==> config.mk <==
export PLATFORM = sky130hd
export DESIGN_NAME = fld_deint
export DESIGN_NICKNAME = d
export VERILOG_FILES = /design/src/rtl/deint_pkg.sv /design/src/rtl/deint_sched.sv /design/src/rtl/deint_line_ram.sv /design/src/rtl/deint_switch.sv /design/src/rtl/fld_deint.sv
export SDC_FILE = /design/constraint.sdc
export NUM_CORES = 1
export LEC_CHECK = 0
export BUFFER_PORTS_ARGS = -buffer_cell sky130_fd_sc_hd__buf_4
export CORE_UTILIZATION = 45
export DETAILED_ROUTE_END_ITERATION = 10
export HOLD_SLACK_MARGIN = 0.03
export SYNTH_ARGS = -nofsm -noshare
export SYNTH_HDL_FRONTEND = slang
export SYNTH_SLANG_ARGS = --single-unit
==> constraint.sdc <==
create_clock -name clk -period 5.5 [get_ports clk]
set_input_delay 0.275 -clock clk [delete_from_list [all_inputs] [get_ports clk]]
set_output_delay 0.275 -clock clk [all_outputs]
set_load 0.05 [all_outputs]
==> src/rtl/deint_pkg.sv <==
package deint_pkg;
   typedef enum logic [1:0] {
      ACT_C = 2'd0,
      ACT_B = 2'd1,
      ACT_A = 2'd2
   } action_t;
endpackage

==> src/rtl/deint_sched.sv <==
module deint_sched
   import deint_pkg::*;
#(
   parameter int FIELD_LINES = 6,
   parameter int Y_W         = 3
) (
   input  logic           field,
   input  logic [Y_W-1:0] y,
   output action_t        act
);
   localparam logic [Y_W-1:0] LAST_Y = Y_W'(FIELD_LINES - 1);

   always_comb begin
      if (y == '0) begin
         act = ACT_A;
      end else if (!field) begin
         if (y == Y_W'(1))  act = ACT_C;
         else if (!y[0])    act = ACT_B;
         else               act = ACT_C;
      end else begin
         if (y == LAST_Y)   act = ACT_C;
         else if (y[0])     act = ACT_B;
         else               act = ACT_C;
      end
   end
endmodule

==> src/rtl/deint_line_ram.sv <==
module deint_line_ram #(
   parameter int DEPTH = 8,
   parameter int WIDTH = 48,
   localparam int AW   = (DEPTH > 1) ? $clog2(DEPTH) : 1
) (
   input  logic             clk,
   input  logic             re,
   input  logic [AW-1:0]    ra,
   output logic [WIDTH-1:0] rq,
   input  logic             we,
   input  logic [AW-1:0]    wa,
   input  logic [WIDTH-1:0] wd
);
   logic [WIDTH-1:0] mem [DEPTH];

   always_ff @(posedge clk) begin
      if (we) mem[wa] <= wd;
   end

   always_ff @(posedge clk) begin
      if (re) rq <= mem[ra];
   end
endmodule

==> src/rtl/deint_switch.sv <==
module deint_switch
   import deint_pkg::*;
#(
   parameter int PIX    = 2,
   parameter int NCOMP  = 3,
   parameter int COMP_W = 8,
   localparam int LANES = PIX * NCOMP,
   localparam int DW    = LANES * COMP_W
) (
   input  action_t       act,
   input  logic [DW-1:0] live,
   input  logic [DW-1:0] stored,
   output logic [DW-1:0] res
);
   logic [DW-1:0] blend;

   for (genvar l = 0; l < LANES; l++) begin : g_lane
      logic [COMP_W:0] sum;
      assign sum = {1'b0, live[l*COMP_W +: COMP_W]} + {1'b0, stored[l*COMP_W +: COMP_W]};
      assign blend[l*COMP_W +: COMP_W] = sum[COMP_W:1];
   end

   always_comb begin
      unique case (act)
         ACT_A:   res = live;
         ACT_B:   res = blend;
         default: res = stored;
      endcase
   end
endmodule

==> src/rtl/fld_deint.sv <==
module fld_deint
   import deint_pkg::*;
#(
   parameter int PIX_PER_BEAT = 2,
   parameter int NCOMP        = 3,
   parameter int COMP_W       = 8,
   parameter int LINE_BEATS   = 8,
   parameter int FIELD_LINES  = 6,
   parameter int X_W          = $clog2(LINE_BEATS),
   parameter int Y_W          = $clog2(FIELD_LINES),
   localparam int DATA_W      = PIX_PER_BEAT * NCOMP * COMP_W
) (
   input  logic              clk,
   input  logic              rst_n,
   input  logic              adv,
   input  logic              in_field,
   input  logic [Y_W-1:0]    in_y,
   input  logic [X_W-1:0]    in_x,
   input  logic [DATA_W-1:0] in_data,
   output logic              out_wr,
   output logic [DATA_W-1:0] out_data
);
   if (PIX_PER_BEAT < 1 || NCOMP < 1 || COMP_W < 1) begin : g_bad_width
      $error("fld_deint: pixel geometry must be positive");
   end
   if (LINE_BEATS < 2 || (1 << X_W) < LINE_BEATS) begin : g_bad_line
      $error("fld_deint: X_W too narrow for LINE_BEATS");
   end
   if (FIELD_LINES < 3 || (1 << Y_W) < FIELD_LINES) begin : g_bad_field
      $error("fld_deint: FIELD_LINES must be >= 3 and fit in Y_W");
   end

   action_t           sched_act;
   action_t           act_d1;
   logic              vld_d1;
   logic [X_W-1:0]    x_d1;
   logic [DATA_W-1:0] dat_d1;
   logic [DATA_W-1:0] ram_q;
   logic [DATA_W-1:0] sw_res;
   logic              ram_we;

   deint_sched #(.FIELD_LINES(FIELD_LINES), .Y_W(Y_W)) u_sched (
      .field(in_field), .y(in_y), .act(sched_act)
   );

   always_ff @(posedge clk or negedge rst_n) begin
      if (!rst_n) begin
         vld_d1 <= 1'b0;
         act_d1 <= ACT_C;
         x_d1   <= '0;
         dat_d1 <= '0;
      end else begin
         vld_d1 <= adv;
         if (adv) begin
            act_d1 <= sched_act;
            x_d1   <= in_x;
            dat_d1 <= in_data;
         end
      end
   end

   assign ram_we = vld_d1 && (act_d1 != ACT_C);

   deint_line_ram #(.DEPTH(LINE_BEATS), .WIDTH(DATA_W)) u_ram (
      .clk(clk),
      .re(adv), .ra(in_x), .rq(ram_q),
      .we(ram_we), .wa(x_d1), .wd(dat_d1)
   );

   deint_switch #(.PIX(PIX_PER_BEAT), .NCOMP(NCOMP), .COMP_W(COMP_W)) u_switch (
      .act(act_d1), .live(dat_d1), .stored(ram_q), .res(sw_res)
   );

   always_ff @(posedge clk or negedge rst_n) begin
      if (!rst_n) begin
         out_wr   <= 1'b0;
         out_data <= '0;
      end else begin
         out_wr <= vld_d1;
         if (vld_d1) out_data <= sw_res;
      end
   end
endmodule

==> reports/qor.csv <==
stage;metric;value;unit
status;status;finished, final reports clean;
floorplan;pin_count;107;
clock_tree;clock-sinks;535;
floorplan;core;49300;sq um
layout;layout_commonest_cell;edfxtp_1;
global_routing;grt_pass1_wl;78100;um
synth;synth-seq-area-share;0.687;
floorplan;die-height;226;um
timing;fin_crit;2.90;ns
timing;finalSetupViolCount;0;
synth;synth_compound_area_frac;0.0614;
power;p_per_area;382;nW/um^2
synth;syn_area;22600;sq um
routing;routed_via_density;5.60;
layout;diodes;0;
synth;syn-instance-count;1317;
timing;setup_tns;0;ns
routing;vias;12300;
clock_tree;cts_resized;0;
clock_tree;htreeDepth;2;
synth;syn_area_per_cell;17.2;sq um
worst_hold_path;hold_class;in -> reg;
placed_design;place.gp.congestion;0.780;
layout;drive_above_1_share;0.279;
critical_path;crit_path_max_fanout;26;
critical_path;reg2reg_from;act_d1[0]$_DFFE_PN0P_;
global_routing;grt_pass1_vias;12700;
critical_path;slowest_delay;0.77;ns
timing;hold_violations;0;
critical_path;reg2regPathDepth;5;
timing;drv_slew;0;
critical_path;endpoint_kind;flip-flop;
power;total_power;10100;uW
routing;first_pass_iters;4;
synth;synthArstFlopShare;0.193;
timing;max_freq;0.345;GHz
timing;rsz0062_at_grt;false;
floorplan;dieArea;51200;sq um
floorplan;initial_utilization;0.459;
synth;synth_cell_type_count;42;
timing;skew;0.0177;ns
clock_tree;clockBufferDepth;3;
synth;synth-edff-count;432;
global_routing;grt_max_degree;80;
layout;nFillCells;3966;
clock_tree;root_buffer;clkbuf_16;
critical_path;cp-endpoint;u_ram.mem[2][21]$_DFFE_PP_;
routing;drtAntennaViolNets;0;
floorplan;die_w;226;um
synth;ys_top_cells_by_area;edfxtp_1 (57%), dfrtp_1 (11%), mux4_2 (9.6%);
critical_path;arrival;3.13;ns
clock_tree;clk_latency;0.59;ns
critical_path;slowest_stage;nor2_4;
clock_tree;cts_tree;yes;
critical_path;worstPathCellList;inv_1 -> ha_4 -> or3b_2 -> nor2_4 -> buf_4;
synth;synth_top_family_by_area;multiplexers;
clock_tree;clkTransAtPathRegs;0.06;ns
placed_design;dp_hpwl;28800;um
synth;synth_top_cell_by_area;edfxtp_1;
routing;drt_iter0_drc;920;
critical_path;critPathKind;reg -> reg;
placed_design;io_buffer_count;106;
routing;routed_wl;50600;um
layout;multiInputGateArea;6740;sq um
critical_path;start_kind;flip-flop;
synth;yosys-mux-area-fraction;0.153;
critical_path;crit_start;act_d1[0]$_DFFE_PN0P_;
timing;max_slew.worst_pin.slew;1.13;ns
synth;yosys.area_share.adder;0.0302;
routing;routedWlPerCell;23.1;um
power;ir_drop;241;uV
clock_tree;cts-buffers-inserted;56;
power;leakage;0.00936;uW
layout;areaGrowthSynthToFinish;17.1;%
timing;period_share;0.527;
synth;synthFlopType;edfxtp_1;
critical_path;worst_ep_required_time;5.73;ns
timing;relSlewSlack;0.247;
critical_path;r2r-end;u_ram.mem[2][21]$_DFFE_PP_;
critical_path;r2r_slack;2.60;ns
routing;drc;0;
layout;nNetsFinal;1592;
global_routing;grt_usage;0.206;
synth;synth_seq_cells;535;
global_routing;grt_overflow;0;
global_routing;antenna_found_initial;2;
layout;seqCellArea;15600;sq um
run;drv_cap;0;
synth;ys_warn_count;0;
synth;yosysTopAreaCellShare;0.573;
layout;mostFrequentLayoutCells;edfxtp_1 (432), buf_4 (124), dfrtp_1 (102), mux4_2 (96), mux2_2 (79);
synth;yosys.area_share.simple;0.0410;
synth;yosys.area_share.xor_xnor;0.00851;
synth;synth_fp_nets;1426;
floorplan;fp-row-count;81;
Yosys cell counts (6+ instances only):
cell type,n
a211oi_1,10
nand2b_1,22
a31oi_1,6
xnor2_1,6
o21a_1,22
inv_1,20
o31ai_1,14
dfrtp_1,103
mux2_4,28
mux4_2,96
mux2_2,79
nand2_1,48
clkbuf_1,34
a21boi_1,6
buf_1,11
nand4_1,10
a221oi_1,8
nor3_1,9
nor2_1,46
fa_1,6
edfxtp_1,432
o21ai_1,19
nor2b_1,15
nand3_1,35
buf_2,16
xor2_1,16
ha_1,45
o21ai_0,56
a22oi_1,12
a21oi_1,55
flip-flops by register name, indices dropped and copies added (netlist names):
| signal | flops |
|---|---|
| act_d1 | 2 |
| dat_d1 | 48 |
| out_data | 48 |
| out_wr | 1 |
| u_ram.mem | 384 |
| u_ram.rq | 48 |
| vld_d1 | 1 |
| x_d1 | 3 |
stage by stage:
| step | setup WS (ns) | util | instances | cell area (sq um) | hold slack [ns] |
|---|---|---|---|---|---|
| 6_report | 2.60 | 0.538 | 2192 | 26500 | 0.0614 |
| 5_1_grt | 2.42 | 0.538 | 2192 | 26500 | 0.0805 |
| 2_1_floorplan | 0.628 | - | 1317 | 22600 | -0.0206 |
| 4_1_cts | 2.54 | 0.538 | 2192 | 26500 | 0.0453 |
| 3_3_place_gp | 2.55 | 0.490 | 2040 | 24100 | 0.453 |
| 3_5_place_dp | 2.56 | 0.490 | 2040 | 24100 | 0.449 |
worst max-delay path: cells and delay by family (launching register included):
| kind | cells | cell delay (ns) |
|---|---|---|
| and+or+nand+nor | 2 | 1.33 |
| buffers and inverters | 2 | 0.62 |
| adders and majority gates | 1 | 0.18 |
| DFF | 1 | 0.37 |
logic make-up (layout without fill, tap and decap cells):
logic type / Yosys count / count (layout)
flops: 535 / 535
compound gates: 226 / 226
mux: 203 / 203
simple gates: 194 / 194
buf+inv: 86 / 297
fa+ha+maj: 51 / 51
xor+xnor: 22 / 22
layer usage:
layer	global-route usage	up-vias	wire [um]
met5	0	-	0
met4	0.0514	0	947
met3	0.0327	66	2400
met2	0.331	274	23900
met1	0.295	6404	23300
li1	-	5534	-
repair_timing:
item                      CTS  global route
hold buffers               49             0
buffers inserted            0             0
hold endpoints to repair  104             0
area by class of cell:
cell class,instances,share of cell area
Clock buffer,75,0.0586
Clock inverter,28,0.0122
Inverter,20,0.00283
Multi-Input combinational cell,696,0.254
Sequential cell,535,0.587
Tap cell,664,0.0313
Timing Repair Buffer,174,0.0540
report_power, final:
| part | switching (uW) | internal (uW) | leakage, uW | total (uW) |
|---|---|---|---|---|
| sequential | 223 | 4660 | 0.00515 | 4890 |
| combinational | 848 | 552 | 0.00330 | 1400 |
| clock | 1540 | 2300 | 0.000918 | 3840 |
| total | 2610 | 7520 | 0.00936 | 10100 |
how the worst min path moves through the flow:
| stage | start | to | slack, ns | cells after the start |
|---|---|---|---|---|
| 6_report | in_y[0] | act_d1[1]$_DFFE_PN0P_ | 0.06 | 3 |
| 5_1_grt | in_y[0] | act_d1[1]$_DFFE_PN0P_ | 0.08 | 3 |
| 4_1_cts | in_y[0] | act_d1[1]$_DFFE_PN0P_ | 0.05 | 3 |
| 3_5_place_dp | rst_n | dat_d1[31]$_DFFE_PN0P_ | 0.45 | 1 |
| 3_3_place_gp | rst_n | dat_d1[31]$_DFFE_PN0P_ | 0.45 | 1 |
| 2_1_floorplan | rst_n | act_d1[0]$_DFFE_PN0P_ | -0.02 | 0 |
Power figures use the tool's default switching activity.
